`config.mk`:
```
export PLATFORM = sky130hd
export DESIGN_NAME = lnk_brk_init_seq
export DESIGN_NICKNAME = d
export VERILOG_FILES = /design/src/rtl/lnk_brk_pkg.sv /design/src/rtl/lnk_half_tick.sv /design/src/rtl/lnk_down_cnt.sv /design/src/rtl/lnk_seq_ctrl.sv /design/src/rtl/lnk_brk_init_seq.sv
export SDC_FILE = /design/constraint.sdc
export NUM_CORES = 1
export LEC_CHECK = 0
export BUFFER_PORTS_ARGS = -buffer_cell sky130_fd_sc_hd__buf_2
export CORE_MARGIN = 3
export CORE_UTILIZATION = 30
export DETAILED_ROUTE_END_ITERATION = 12
export PLACE_DENSITY = 0.53
export SLEW_MARGIN = 10
export SYNTH_ARGS = -nofsm -noshare
export SYNTH_HDL_FRONTEND = slang
export SYNTH_SLANG_ARGS = --single-unit
```
`constraint.sdc`:
```
create_clock -name clk -period 4.9 [get_ports clk]
set_input_delay 0.245 -clock clk [delete_from_list [all_inputs] [get_ports clk]]
set_output_delay 0.245 -clock clk [all_outputs]
set_load 0.1 [all_outputs]
```
`src/rtl/lnk_brk_pkg.sv`:
```
package lnk_brk_pkg;
  typedef enum logic [2:0] {
    PH_IDLE,
    PH_FLUSH,
    PH_PREP,
    PH_LOW,
    PH_ECHO,
    PH_SETTLE,
    PH_WAIT,
    PH_DONE
  } lnk_phase_e;
endpackage

```
`src/rtl/lnk_half_tick.sv`:
```
module lnk_half_tick (
  input  logic clk,
  input  logic rst_n,
  input  logic run,
  output logic half
);
  logic half_nxt;

  always_comb begin
    half_nxt = 1'b0;
    if (run) half_nxt = ~half;
  end

  always_ff @(posedge clk or negedge rst_n) begin
    if (!rst_n) half <= 1'b0;
    else        half <= half_nxt;
  end


  half_idle_chk: assert property (@(posedge clk) disable iff (!rst_n)
    !run |=> !half);
endmodule

```
`src/rtl/lnk_down_cnt.sv`:
```
module lnk_down_cnt #(
  parameter int CW = 16
) (
  input  logic          clk,
  input  logic          rst_n,
  input  logic          load,
  input  logic [CW-1:0] load_val,
  input  logic          dec,
  output logic          zero
);
  logic [CW-1:0] cnt_q, cnt_nxt;
  logic          cnt_en;

  assign cnt_en = load | dec;

  always_comb begin
    cnt_nxt = cnt_q;
    if (load)     cnt_nxt = load_val;
    else if (dec) cnt_nxt = cnt_q - 1'b1;
  end

  always_ff @(posedge clk or negedge rst_n) begin
    if (!rst_n)      cnt_q <= '0;
    else if (cnt_en) cnt_q <= cnt_nxt;
  end

  assign zero = (cnt_q == '0);


  cnt_no_wrap_chk: assert property (@(posedge clk) disable iff (!rst_n)
    (dec && !load) |-> !zero);
endmodule

```
`src/rtl/lnk_seq_ctrl.sv`:
```
module lnk_seq_ctrl
  import lnk_brk_pkg::*;
#(
  parameter int CW         = 16,
  parameter int FLUSH_CYC  = 5000,
  parameter int PREP_CYC   = 50,
  parameter int LOW_CYC    = 256,
  parameter int ECHO_CYC   = 16,
  parameter int SETTLE_CYC = 16000,
  parameter int WAIT_CYC   = 25000
) (
  input  logic          clk,
  input  logic          rst_n,
  input  logic          brk_req,
  input  logic          init_req,
  input  logic          half,
  input  logic          cnt_zero,
  output lnk_phase_e    phase,
  output logic          run,
  output logic          cnt_load,
  output logic [CW-1:0] cnt_val,
  output logic          cnt_dec
);
  localparam logic [CW-1:0] L_FLUSH  = CW'(FLUSH_CYC - 1);
  localparam logic [CW-1:0] L_PREP   = CW'(PREP_CYC - 1);
  localparam logic [CW-1:0] L_LOW    = CW'(LOW_CYC - 1);
  localparam logic [CW-1:0] L_ECHO   = CW'(ECHO_CYC - 1);
  localparam logic [CW-1:0] L_SETTLE = CW'(SETTLE_CYC - 1);
  localparam logic [CW-1:0] L_WAIT   = CW'(WAIT_CYC - 1);

  lnk_phase_e phase_nxt;

  assign run = (phase == PH_FLUSH) || (phase == PH_PREP) || (phase == PH_LOW) ||
               (phase == PH_ECHO)  || (phase == PH_SETTLE);

  always_comb begin
    phase_nxt = phase;
    cnt_load  = 1'b0;
    cnt_val   = '0;
    cnt_dec   = 1'b0;
    unique case (phase)
      PH_IDLE: begin
        if (brk_req) begin
          phase_nxt = PH_PREP;  cnt_load = 1'b1; cnt_val = L_PREP;
        end else if (init_req) begin
          phase_nxt = PH_FLUSH; cnt_load = 1'b1; cnt_val = L_FLUSH;
        end
      end
      PH_FLUSH, PH_PREP, PH_LOW, PH_ECHO, PH_SETTLE: begin
        if (half) begin
          if (!cnt_zero) cnt_dec = 1'b1;
          else begin
            cnt_load = 1'b1;
            unique case (phase)
              PH_FLUSH: phase_nxt = PH_DONE;
              PH_PREP:  begin phase_nxt = PH_LOW;    cnt_val = L_LOW;    end
              PH_LOW:   begin phase_nxt = PH_ECHO;   cnt_val = L_ECHO;   end
              PH_ECHO:  begin phase_nxt = PH_SETTLE; cnt_val = L_SETTLE; end
              default:  begin phase_nxt = PH_WAIT;   cnt_val = L_WAIT;   end
            endcase
          end
        end
      end
      PH_WAIT: begin
        if (cnt_zero) phase_nxt = PH_DONE;
        else          cnt_dec   = 1'b1;
      end
      default: phase_nxt = PH_IDLE;
    endcase
  end

  always_ff @(posedge clk or negedge rst_n) begin
    if (!rst_n) phase <= PH_IDLE;
    else        phase <= phase_nxt;
  end


  start_ignore_chk: assert property (@(posedge clk) disable iff (!rst_n)
    (phase != PH_IDLE && phase != PH_DONE) |=> (phase != PH_IDLE));
endmodule

```
`src/rtl/lnk_brk_init_seq.sv`:
```
module lnk_brk_init_seq
  import lnk_brk_pkg::*;
#(
  parameter int FLUSH_CYC  = 5000,
  parameter int PREP_CYC   = 50,
  parameter int LOW_CYC    = 256,
  parameter int ECHO_CYC   = 16,
  parameter int SETTLE_CYC = 16000,
  parameter int WAIT_CYC   = 25000
) (
  input  logic clk,
  input  logic rst_n,
  input  logic brk_start,
  input  logic init_start,
  output logic busy,
  output logic done,
  output logic link_clk,
  output logic link_data,
  output logic link_en,
  output logic link_mux,
  output logic link_dir
);
  localparam int M0 = (FLUSH_CYC > PREP_CYC) ? FLUSH_CYC : PREP_CYC;
  localparam int M1 = (LOW_CYC > ECHO_CYC) ? LOW_CYC : ECHO_CYC;
  localparam int M2 = (SETTLE_CYC > WAIT_CYC) ? SETTLE_CYC : WAIT_CYC;
  localparam int M3 = (M0 > M1) ? M0 : M1;
  localparam int MAXC = (M3 > M2) ? M3 : M2;
  localparam int CW = $clog2(MAXC + 1);

  lnk_phase_e    phase;
  logic          half, run, cnt_load, cnt_dec, cnt_zero;
  logic [CW-1:0] cnt_val;
  logic          ctl_on, ctl_nxt, ctl_en;

  lnk_half_tick u_half (
    .clk(clk), .rst_n(rst_n), .run(run), .half(half)
  );

  lnk_down_cnt #(.CW(CW)) u_cnt (
    .clk(clk), .rst_n(rst_n), .load(cnt_load), .load_val(cnt_val),
    .dec(cnt_dec), .zero(cnt_zero)
  );

  lnk_seq_ctrl #(
    .CW(CW), .FLUSH_CYC(FLUSH_CYC), .PREP_CYC(PREP_CYC), .LOW_CYC(LOW_CYC),
    .ECHO_CYC(ECHO_CYC), .SETTLE_CYC(SETTLE_CYC), .WAIT_CYC(WAIT_CYC)
  ) u_ctrl (
    .clk(clk), .rst_n(rst_n), .brk_req(brk_start), .init_req(init_start),
    .half(half), .cnt_zero(cnt_zero), .phase(phase), .run(run),
    .cnt_load(cnt_load), .cnt_val(cnt_val), .cnt_dec(cnt_dec)
  );

  // control outputs latch on when an init is accepted (break has priority)
  assign ctl_en  = (phase == PH_IDLE) && init_start && !brk_start;
  assign ctl_nxt = 1'b1;

  always_ff @(posedge clk or negedge rst_n) begin
    if (!rst_n)      ctl_on <= 1'b0;
    else if (ctl_en) ctl_on <= ctl_nxt;
  end

  assign busy      = (phase != PH_IDLE);
  assign done      = (phase == PH_DONE);
  assign link_clk  = run ? half : 1'b1;
  assign link_data = (phase != PH_LOW);
  assign link_en   = ctl_on;
  assign link_mux  = ctl_on;
  assign link_dir  = ctl_on;


  busy_hold_chk: assert property (@(posedge clk) disable iff (!rst_n)
    (busy && !done) |=> busy);

  done_pulse_chk: assert property (@(posedge clk) disable iff (!rst_n)
    done |=> (!done && !busy));

  data_edge_chk: assert property (@(posedge clk) disable iff (!rst_n)
    !$stable(link_data) |-> !link_clk);

  idle_line_chk: assert property (@(posedge clk) disable iff (!rst_n)
    !busy |-> (link_clk && link_data));

  ctl_sticky_chk: assert property (@(posedge clk) disable iff (!rst_n)
    link_en |=> (link_en && link_mux && link_dir));
endmodule

```
After elaboration in Yosys (flattened, before gate mapping):

Cells that the tools add are included.
Widths: inputs -> output; s select.

* output and inout bits: 7
* register bits: 20

* reductions and logical operators: 14
* equality and inequality tests: 12
* mux-type cells: 25
* bitwise gates (word level): 2
* add/subtract/negate cells: 1

Operator list (number)
* $mux 15: 5
* $pmux 15 s4: 1
* $pmux 15 s2: 1
* $logic_not 15->1: 1
* $mux 3: 5
* $sub 15x1->15 const B: 1
* $mux 13: 1
* $eq 3x3->1 const B: 4
* $pmux 3 s4: 1
* $pmux 3 s3: 1
* $mux 1: 8
* $eq 3x2->1 const B: 2
* $reduce_or 5->1: 1
* $logic_or 1x1->1: 4
* $ne 2x1->1 const B: 2
* $pmux 1 s2: 2
* $reduce_and 4->1: 1
* $eq 3x1->1 const B: 1
* $logic_not 3->1: 1
* $ne 3x2->1 const B: 1
* $ne 3x3->1 const B: 1
* $reduce_bool 3->1: 1
* $logic_and 1x1->1: 2
* $ne 2x2->1 const B: 1
* 5 further kinds: 5

Depth between registers and ports, before layout:

Gate-level depths: netlist of the first run.

* depth in word-level cells: 6
* depth in mapped cells: 8
* gate-level depth less buffers: 7

By module:

A second synthesis of the first run with hierarchy kept.

* cell total of the unflattened synthesis: 165
* area, all modules: 1431.4 sq um

By module, submodules not included
* lnk_down_cnt: cells an instance 91, area each 838.3 sq um, instances 1, sequential area each 375.4 sq um
* lnk_seq_ctrl: cells an instance 63, area each 464.2 sq um, instances 1, sequential area each 75.1 sq um
* lnk_brk_init_seq: cells an instance 9, area each 90.1 sq um, instances 1, sequential area each 25.0 sq um
* lnk_half_tick: cells an instance 2, area each 38.8 sq um, instances 1, sequential area each 25.0 sq um

Worst setup path before layout of the first run:

No wires, ideal clock.

* path type: reg-to-reg
* start: register u_ctrl.phase[0]
* end: register u_cnt.cnt_q[9]
* path buffers: 1
* path slack: 2.524 ns
* stages on the path, launching flop included: 7
* data required time: 4.777 ns
* data arrival time: 2.254 ns
* cell sequence: dfrtp_1 > and3_1 > a211oi_2 > and2_4 > buf_2 > a31oi_1 > o221a_2

* word-level cells in the longest chain between the ends: 6
* elaborated cells between the ends (all ways): 18
* those cells by class: eq/ne: 6; mux: 7; bitwise: 1; reduce/logical: 4

Ends and longest elaborated chain
* from (decl): line lnk_seq_ctrl.sv:18 `output lnk_phase_e phase,`
* from (signal assigned): line lnk_seq_ctrl.sv:74 `else phase <= phase_nxt;`
* $eq 3x3->1 (tied with other cells): line lnk_seq_ctrl.sv:41, lnk_seq_ctrl.sv:54
* $pmux 15 s4: line lnk_seq_ctrl.sv:54 `unique case (phase)`
* $mux 15: line lnk_seq_ctrl.sv:51 `if (!cnt_zero) cnt_dec = 1'b1;`
* $mux 15: line lnk_seq_ctrl.sv:50 `if (half) begin`
* $pmux 15 s2: line lnk_seq_ctrl.sv:41 `unique case (phase)`
* $mux 15: line lnk_down_cnt.sv:18 `if (load) cnt_nxt = load_val;`
* to (signal assigned): line lnk_down_cnt.sv:24 `else if (cnt_en) cnt_q <= cnt_nxt;`
* to (decl): line lnk_down_cnt.sv:11 `logic [CW-1:0] cnt_q, cnt_nxt;`

Parallel ways exist; a longest one is shown, timed or not.
A chain may end at the register's enable or synchronous reset.

Worst setup path after layout of the first run:

* start: register u_cnt.cnt_q[3]
* end: register u_cnt.cnt_q[7]

* word-level cells in the longest chain between the ends: 6
* elaborated cells between the ends (all ways): 16
* those cells by class: add/sub: 1; mux: 11; bitwise: 1; reduce/logical: 3

Ends and longest elaborated chain
* branches (longest 6 deep; another with $sub 15x1->15)

Several ways; the timed one is not identified. The select of a mux whose other input is x is not followed.

==> results.yml, run 1 <==
status:
  status: "finished, final reports clean"
power:
  power.leakage_nw: 0.675
  power_frac_clock_pct: 38.1
  p_int_mw: 0.224
  pwr_density_cell_nw_per_um2: 167
  sequentialPowerShare_pct: 57.3
  p_switching_mw: 0.0680
  pwr-share-comb_pct: 4.6
  switching_share_pct: 23.3
  finalPower_mw: 0.292
  ir_drop_mv: 0.0885
synthesis:
  syn_area_per_cell_um2: 9.33
  ys_types: 66
  synthArstFlopShare_pct: 100
  yosysWarningCount: 0
  seq_area_frac_synth_pct: 31.2
  ys.flop_type: "dfrtp_1"
  synth_top_cell_area_share_pct: 31.2
  synth_area_leader_cell: "dfrtp_1"
  syn_inst: 172
  synth.top_cells.by_area: "dfrtp_1, nor4_4, a21oi_1"
  synth_nets: 178
  ys_seq_elements: 20
  syn_area_um2: 1610
  synth_edf_count: 0
grt:
  antenna_found_initial: 0
  grt_max_degree: 21
  grtUsageTotal_pct: 14.4
  grt-ovfl-total: 0
  first_global_vias: 1470
  grt_pass1_wl_um: 7200
timing:
  worst_slack_ps: 2330
  setup_violations: 0
  maxSlewHeadroom_pct: 56.1
  finalCritPeriodShare_pct: 52.5
  hold_viol_final: 0
  worst_pin_slew_ps: 658
  rsz0062_at_grt: "false"
  finalClockSkew_ps: 1.65
  whs_ps: 443
  clock.fmax_mhz: 388
  period_needed_ps: 2570
  slew_viol_final: 0
  tns_ps: 0
cells_and_area:
  antenna_cells: 0
  register_area_um2: 500
  drive_gt1_share_pct: 19.6
  final_cells: 246
  final_net_count: 187
  multi_input_area_um2: 1030
  post-route-util_pct: 35.4
  areaGrowthSynthToFinish_pct: 8.89
  n_fill_cell: 526
  final_area_um2: 1750
clock_tree:
  clk_path_buf_depth: 2
  cts-root-buf: "clkbuf_8"
  path_clk_slew_ps: 80
  cts_sinks: 20
  cts_tree: "yes"
  clk_latency_ps: 260
  cts_buffers: 3
  cts_htree_levels: 1
worst_setup_path:
  path_max_fanout: 13
  cp_cell_sequence: "nor4_4 > nand4_2 > o21ai_2 > o32ai_1 > a22o_1"
  cp-end-kind: "register"
  worstSetupPathType: "reg2reg"
  start_kind: "register"
  required_ps: 5050
  slowest_stage: "nor4_4"
  crit_path_max_incr_delay_ps: 610
  cp_top_family: "compound AO/OA/AOI/OAI gates"
  cp.buffers_inverters: 0
  critPathArrivalTime_ps: 2730
route:
  vias: 1473
  dr.pass1.iters: 4
  antenna_left: 0
  drt-total-wl_um: 4280
  drtIter0Drc: 71
  drcViolationCount: 0
  wire_per_inst_um: 17.4
  post_drt_via_cell_ratio: 5.99
placed_design:
  numPlacedInstances: 242
  hpwl_um: 3230
  gp_congestion: 0.849
  place_ws_ps: 2350
  placed_area_um2: 1700
  io_buffers: 10
job:
  max-cap-violations: 0
die:
  die_w_um: 79.2
  io_pins: 11
  rows: 25
  core-area_um2: 4940
  fp.dieH_um: 79.2
  initial_utilization_pct: 32.5
  die_area_um2: 6260
min_path:
  hold_class: "in2reg"
==> what timing repair did <==
action / CTS / global route
endpoints found under the setup margin: 0 / 0
resized for setup: 0 / 0
setup buffers: 0 / 0
hold buffers: 1 / 0
endpoints found under the hold margin: 20 / 0
==> per-layer routing <==
layer,GRT usage (%),up-vias,wire [µm]
li1,-,694,-
met5,0,-,0
met4,8.93,0,144
met3,2.15,14,157
met2,22.0,42,2040
met1,19.0,723,1940
==> worst reg2reg max path: stages, from the launching register on <==
cell and delay [ps]:
dfrtp_1 470, nor4_4 610, nand4_2 360, o21ai_2 610, o32ai_1 200, a22o_1 210
==> placed cells by master (no fill, tap or decap), drive strengths merged, types with 2 or more instances in the layout <==
cell type | netlist | layout
and3 | 2 | 2
or4 | 3 | 3
o22a | 4 | 4
a21o | 2 | 2
o311ai | 2 | 2
nor3 | 7 | 7
o32ai | 2 | 2
a2bb2oi | 2 | 2
buf | 4 | 10
inv | 8 | 8
nand4 | 7 | 7
nor2 | 13 | 13
nand3 | 4 | 4
a32o | 2 | 2
and2 | 3 | 3
and4b | 2 | 2
nor3b | 2 | 2
dfrtp | 20 | 20
a31o | 2 | 2
or2 | 6 | 6
o221a | 2 | 2
a211oi | 3 | 3
or3 | 2 | 2
clkbuf | 3 | 3
o21ai | 8 | 8
nand2 | 7 | 7
a31oi | 4 | 4
nor2b | 3 | 3
ha | 2 | 2
o21a | 2 | 2
a211o | 2 | 2
nor4 | 5 | 5
nor4b | 2 | 2
a21oi | 10 | 10
==> worst paths after layout <==
check | startpoint | end | slack [ps] | cells after the start
worst max-delay path | u_cnt.cnt_q[3] | u_cnt.cnt_q[7] | 2330 | 5
worst min-delay path | init_start | u_cnt.cnt_q[0] | 440 | 3
worst max register to register | u_cnt.cnt_q[3] | u_cnt.cnt_q[7] | 2330 | 5
worst min register to register | link_dir | link_dir | 500 | 1
max in group asynchronous | rst_n | u_cnt.cnt_q[12] | 4120 | 2
min in group asynchronous | rst_n | u_cnt.cnt_q[0] | 470 | 2
==> Yosys cell counts, types with 2 or more instances <==
master and number:
a21o_1 2, a32o_1 2, a211o_1 2, ha_1 2
a21oi_1 10, nor3b_1 2, nor2_1 13, a211oi_2 2
o21a_1 2, nand3_1 3, o21ai_0 7, or3_1 2
and3_1 2, nand4_1 5, nor3_1 7, clkbuf_1 3
nand2_1 7, and4b_1 2, a2bb2oi_1 2, or2_2 5
o221a_2 2, or4_1 3, dfrtp_1 20, nor4_4 4
o32ai_1 2, buf_4 2, nor2b_1 3, inv_1 8
a31oi_1 4, o22a_1 4, and2_1 2, nor4b_1 2
==> final cells by class <==
cell class,count,area share [%]
multi-input combinational,137,59.1
sequential,20,28.6
tap,67,4.80
timing repair buffer,11,3.44
clock buffer,3,2.36
inverter,8,1.72
==> cells by family after synthesis <==
kind of cell	share of synthesized area (%)
AOI/OAI and AO/OA	28.6
DFF	31.2
muxes	1.32
adders and majority gates	1.56
xor gates and xnor gates	1.09
buffers and inverters	4.52
and+or+nand+nor	31.7
==> power groups by stage <==
stage	Clock (mW)	Combinational (mW)	Sequential, mW
2_1_floorplan	0	0.00746	0.169
3_3_place_gp	0	0.0129	0.170
3_5_place_dp	0	0.0131	0.170
4_1_cts	0.116	0.0138	0.167
5_1_grt	0.122	0.0148	0.167
6_report	0.111	0.0134	0.167
==> sequential cells by signal, indices dropped and copies added, names as in the netlist <==
| register | cells |
|---|---|
| u_cnt.cnt_q | 15 |
| u_half.half | 1 |
| link_dir | 1 |
| u_ctrl.phase | 3 |
Power figures use the tool's default switching activity.
==> run 2: changes to the inputs <==
--- a/config.mk
+++ b/config.mk
@@ -9,7 +9,7 @@
 export CORE_MARGIN = 3
 export CORE_UTILIZATION = 30
 export DETAILED_ROUTE_END_ITERATION = 12
-export PLACE_DENSITY = 0.53
+export PLACE_DENSITY = 0.55
 export SLEW_MARGIN = 10
 export SYNTH_ARGS = -nofsm -noshare
 export SYNTH_HDL_FRONTEND = slang
==> constraint.sdc (replaced) <==
create_clock -name clk -period 2.1 [get_ports clk]
set_input_delay 0.105 -clock clk [delete_from_list [all_inputs] [get_ports clk]]
set_output_delay 0.105 -clock clk [all_outputs]
set_load 0.1 [all_outputs]
==> run 2 against run 1 <==
Power grew 140%. Clock power increased by 150%. Global-route usage grew 2.5 points. Die area stayed put. Non-clock buffer count grew 34. Sequential share of layout area down 4.0 points. Fmax increased by 28%. Critical path type unchanged. Critical endpoint is now u_ctrl.phase[0].
==> results.yml, run 2 (synthesis results as in run 1) <==
status:
  status: "finished, final reports clean"
clock_tree:
  cts_sinks: 20
  path_clk_slew_ps: 80
  cts_htree_levels: 1
  cts_tree: "yes"
  clk_path_buf_depth: 2
  clk_latency_ps: 270
  cts_buffers: 3
  cts-root-buf: "clkbuf_8"
placed_design:
  gp_congestion: 0.913
  hpwl_um: 3610
  placed_area_um2: 1940
  io_buffers: 10
die:
  die_w_um: 79.2
  initial_utilization_pct: 32.5
  fp.dieH_um: 79.2
  io_pins: 11
  die_area_um2: 6260
  rows: 25
  core-area_um2: 4940
worst_setup_path:
  critPathLaunch: "u_cnt.cnt_q[9]"
  reg2regPathDepth: 4
  start_kind: "register"
  critPathArrivalTime_ps: 2220
  worstSetupPathType: "reg2reg"
  path_max_fanout: 4
  reg2reg_setup_slack_ps: 80
  reg2reg_from: "u_cnt.cnt_q[9]"
  cp-end-kind: "register"
  required_ps: 2310
  worstReg2RegEnd: "u_ctrl.phase[0]"
power:
  pwr_density_cell_nw_per_um2: 342
  power.leakage_nw: 0.836
  ir_drop_mv: 0.176
timing:
  period_needed_ps: 2020
  finalCritPeriodShare_pct: 96.0
  slew_viol_final: 0
  hold_viol_final: 0
  maxSlewHeadroom_pct: 56.3
  worst_pin_slew_ps: 649
  rsz0062_at_grt: "false"
  clock.fmax_mhz: 496
  tns_ps: 0
  finalClockSkew_ps: 0.935
  setup_violations: 0
route:
  post_drt_via_cell_ratio: 5.82
  drcViolationCount: 0
  antenna_left: 0
  vias: 1629
  wire_per_inst_um: 17.4
  drt-total-wl_um: 4880
  dr.pass1.iters: 4
  drtIter0Drc: 160
cells_and_area:
  areaGrowthSynthToFinish_pct: 27.4
  final_net_count: 221
  antenna_cells: 0
  final_area_um2: 2050
  regMostFlops: "u_cnt.cnt_q"
  drive_gt1_share_pct: 37.1
  largest_reg_flops: 15
  largest_registers: "u_cnt.cnt_q (15), u_ctrl.phase (3)"
  final_cell_mix: "buf_4, dfrtp_1, nor2_1"
  final_common_cell: "buf_4"
min_path:
  hold_class: "in2reg"
  whs_endpoint: "u_ctrl.phase[0]"
  min_path_cells: 3
  worstHoldStart: "brk_start"
grt:
  antenna_found_initial: 0
  grt_pass1_wl_um: 8270
  grtUsageTotal_pct: 16.9
  grt_max_degree: 21
  first_global_vias: 1501
  grt-ovfl-total: 0
job:
  max-cap-violations: 0
-- run 2: changes by cell type in the layout (fill, tap and decap cells not counted), sizes merged --
cell  change
buf      +34
-- run 2: layout make-up --
type,count,area [µm²]
clock buffers,3,41.3
fillers,520,2900
inverters,8,30.0
multi-input cells,137,1060
flip-flops and latches,20,503
well taps,67,83.8
repair buffers,45,328
-- run 2: how the worst max path moves through the flow --
stage          slack (ps)              end
6_report               80  u_ctrl.phase[0]
5_1_grt                 2  u_cnt.cnt_q[14]
4_1_cts                50  u_cnt.cnt_q[13]
3_5_place_dp           90  u_cnt.cnt_q[13]
3_3_place_gp           80   u_cnt.cnt_q[6]
2_1_floorplan          40   u_cnt.cnt_q[9]
-- run 2: where the power goes --
part           internal, mW  switching, mW
clock                 0.129          0.145
combinational        0.0110         0.0263
sequential            0.386        0.00278
total                 0.525          0.174
-- run 2: what timing repair did --
item | in CTS | in global routing
endpoints found under the setup margin | 0 | 13
endpoints found under the hold margin | 20 | 0
setup buffers | 0 | 4
hold buffers | 1 | 0
resized for setup | 0 | 9
-- run 2: layer usage --
| metal | global-route usage, % | share of wire (%) | vias to the layer above |
|---|---|---|---|
| li1 | - | - | 774 |
| met1 | 24.9 | 46 | 774 |
| met2 | 25.8 | 45 | 73 |
| met3 | 1.70 | 7.4 | 8 |
| met4 | 5.33 | 1.3 | 0 |
| met5 | 0 | 0 | - |
-- run 2: critical path: stages (launching register included) --
cell	delay, ps
dfrtp_1	430
or4_1	590
or4_1	560
a221oi_2	230
a31o_1	140
-- run 2: metrics by stage --
step                utilization, %  total power [mW]  hold WS, ps  worst slack, ps  std cells
finish                        41.4             0.699          308             84.4        280
global route                  41.4             0.730          320             2.38        280
CTS                           40.4             0.702          301             51.6        276
detailed placement            39.3             0.432          102             86.4        272
global placement              39.3             0.432         96.5             81.1        272
floorplan                        -             0.412         -191             41.7        172
==> run 3: changes to the inputs <==
--- a/config.mk
+++ b/config.mk
@@ -5,11 +5,13 @@
 export SDC_FILE = /design/constraint.sdc
 export NUM_CORES = 1
 export LEC_CHECK = 0
+export ABC_AREA = 1
 export BUFFER_PORTS_ARGS = -buffer_cell sky130_fd_sc_hd__buf_2
-export CORE_MARGIN = 3
+export CORE_MARGIN = 2
 export CORE_UTILIZATION = 30
 export DETAILED_ROUTE_END_ITERATION = 12
 export PLACE_DENSITY = 0.55
+export RECOVER_POWER = 50
 export SLEW_MARGIN = 10
 export SYNTH_ARGS = -nofsm -noshare
 export SYNTH_HDL_FRONTEND = slang
==> run 3 against run 2 <==
Via count down 1.8%. Sequential share of layout area up 2.4 points. Flip-flop and latch count unchanged. Fmax up 7.3%. Die area down 1.8%. Non-clock buffer count down 31. Power up 15%. Largest power group is now clock. Setup slack better by 140 ps.
==> results.yml, run 3 <==
worst_setup_path:
  path_max_fanout: 12
  critPathArrivalTime_ps: 2050
  cp-end-kind: "register"
  start_kind: "register"
  worstSetupPathType: "reg2reg"
  path_common_cell: "nand2_1"
  cp_cell_sequence: "inv_1 > ha_1 > inv_1 > nor2_1 > nand2_1 > nor2_2 > nand4_2 > nand2_1 > nand3_1 > nand2_1 > nor2_1"
  required_ps: 2270
  slowest_stage: "dfrtp_1"
  crit_path_max_incr_delay_ps: 380
synthesis:
  synth.most_common_cell: "nand2_1"
  seq_area_frac_synth_pct: 30.1
  synth_edf_count: 0
  synth.top_cells.by_area: "dfrtp_1, nand2_1, nand3_1"
  ys_types: 28
  syn_inst: 263
  synth_nets: 269
  synth_area_leader_cell: "dfrtp_1"
  syn_area_um2: 1660
  synthArstFlopShare_pct: 100
  synth_top_cell_area_share_pct: 30.1
  ys.flop_type: "dfrtp_1"
  yosysWarningCount: 0
  synth.top_cells.by_count: "nand2_1, inv_1, nand3_1, nor2_1, dfrtp_1"
  ys_seq_elements: 20
  syn_area_per_cell_um2: 6.32
cells_and_area:
  multi_input_area_um2: 981
  regMostFlops: "u_cnt.cnt_q"
  register_area_um2: 500
  final_cell_mix: "nand2_1, inv_1, nand3_1"
  final_net_count: 282
  n_fill_cell: 601
  final_common_cell: "nand2_1"
  areaGrowthSynthToFinish_pct: 11.5
  drive_gt1_share_pct: 15.6
  largest_reg_flops: 15
  antenna_cells: 0
  largest_registers: "u_cnt.cnt_q (15), u_ctrl.phase (3)"
die:
  fp.dieH_um: 78.5
  die_w_um: 78.5
  core-area_um2: 5440
  io_pins: 11
  die_area_um2: 6150
  initial_utilization_pct: 30.6
  rows: 27
job:
  max-cap-violations: 0
route:
  drtIter0Drc: 98
  antenna_left: 0
  dr.pass1.iters: 4
  drt-total-wl_um: 4130
  vias: 1599
  drcViolationCount: 0
  wire_per_inst_um: 11.9
  post_drt_via_cell_ratio: 4.61
timing:
  clock.fmax_mhz: 532
  setup_violations: 0
  finalClockSkew_ps: 11.3
  period_needed_ps: 1880
  worst_pin_slew_ps: 1150
  whs_ps: 258
  slew_viol_final: 0
  rsz0062_at_grt: "false"
  hold_viol_final: 0
  tns_ps: 0
  maxSlewHeadroom_pct: 23.4
  finalCritPeriodShare_pct: 89.5
placed_design:
  gp_congestion: 0.838
  hpwl_um: 3180
  io_buffers: 10
power:
  sequentialPowerShare_pct: 48.0
  ir_drop_mv: 0.202
  pwr_density_cell_nw_per_um2: 432
  p_switching_mw: 0.159
  power_frac_clock_pct: 50.4
  p_int_mw: 0.643
  power.leakage_nw: 0.978
  pwr-share-comb_pct: 1.7
  switching_share_pct: 19.8
status:
  status: "finished, final reports clean"
grt:
  grtUsageTotal_pct: 14.4
  antenna_found_initial: 0
  first_global_vias: 1473
  grt-ovfl-total: 0
  grt_max_degree: 21
  grt_pass1_wl_um: 6950
clock_tree:
  cts-root-buf: "clkbuf_8"
  cts_tree: "yes"
  cts_setup_buffers: 0
  clk_path_buf_depth: 2
  clk_latency_ps: 270
  cts_sinks: 20
  cts_buffers: 3
  path_clk_slew_ps: 90
  cts_htree_levels: 1
min_path:
  hold_class: "in2reg"
-- run 3: cell families (layout without fill, tap and decap cells) --
logic type                 Yosys count  after routing  share of synthesized area, %
adders and majority gates            2              2                          1.50
xor gates and xnor gates             3              3                          1.58
DFF                                 20             20                          30.1
buffers and inverters               41             53                          11.2
AOI/OAI and AO/OA                   17             17                          6.25
and+or+nand+nor                    180            180                          49.4
-- run 3: final cells by class --
class	count	area share [%]
multi-input cells	202	52.9
clock inverters	1	1.62
clock buffers	3	2.23
flip-flops and latches	20	27.0
repair buffers	14	4.25
inverters	35	7.15
well taps	72	4.86
-- run 3: per-layer routing --
metal | GRT usage (%) | routed length [µm]
met1 | 19.5 | 2100
met2 | 23.4 | 1890
met3 | 1.95 | 78
met4 | 4.91 | 63
met5 | 0 | 0
-- run 3: worst max-delay path: cells and delay by family (launching register included) --
kind,cells,cell delay [ps]
flip-flops,1,380
AND/OR/NAND/NOR,8,1080
adder cells (fa/ha/maj),1,170
buffers and inverters,2,150
-- run 3: stage by stage --
step / total power, mW / utilization (%) / instance area [µm²] / cells / setup slack (ps)
4_1_cts: 0.808 / 34.2 / 1860 / 347 / 237
3_3_place_gp: 0.405 / 32.7 / 1780 / 342 / 303
5_1_grt: 0.832 / 34.1 / 1850 / 347 / 69.2
2_1_floorplan: 0.394 / - / 1670 / 263 / 95.2
6_report: 0.802 / 34.1 / 1850 / 347 / 221
3_5_place_dp: 0.406 / 32.7 / 1780 / 342 / 230
-- run 3: final timing paths --
path                                start              end  depth (start not counted)  slack [ps]
min in group asynchronous           rst_n  u_ctrl.phase[2]                          2         570
setup reg to reg           u_cnt.cnt_q[1]   u_cnt.cnt_q[5]                         11         220
hold / removal                 init_start         link_dir                          4         260
setup / recovery           u_cnt.cnt_q[1]   u_cnt.cnt_q[5]                         11         220
max in group asynchronous           rst_n  u_cnt.cnt_q[10]                          2         840
hold reg to reg            u_cnt.cnt_q[1]   u_cnt.cnt_q[1]                          2         490
-- run 3: power by group through the flow --
stage	sequential [mW]	clock, mW	combinational (mW)
floorplan	0.393	0	0.00156
global placement	0.392	0	0.0130
detailed placement	0.392	0	0.0134
CTS	0.385	0.408	0.0146
global route	0.385	0.431	0.0160
finish	0.385	0.404	0.0133
-- run 3: timing repair --
action / 4_1_cts / 5_1_grt
endpoints found under the setup margin: 0 / 0
endpoints found under the hold margin: 20 / 0
hold buffers: 1 / 0
resized for setup: 0 / 0
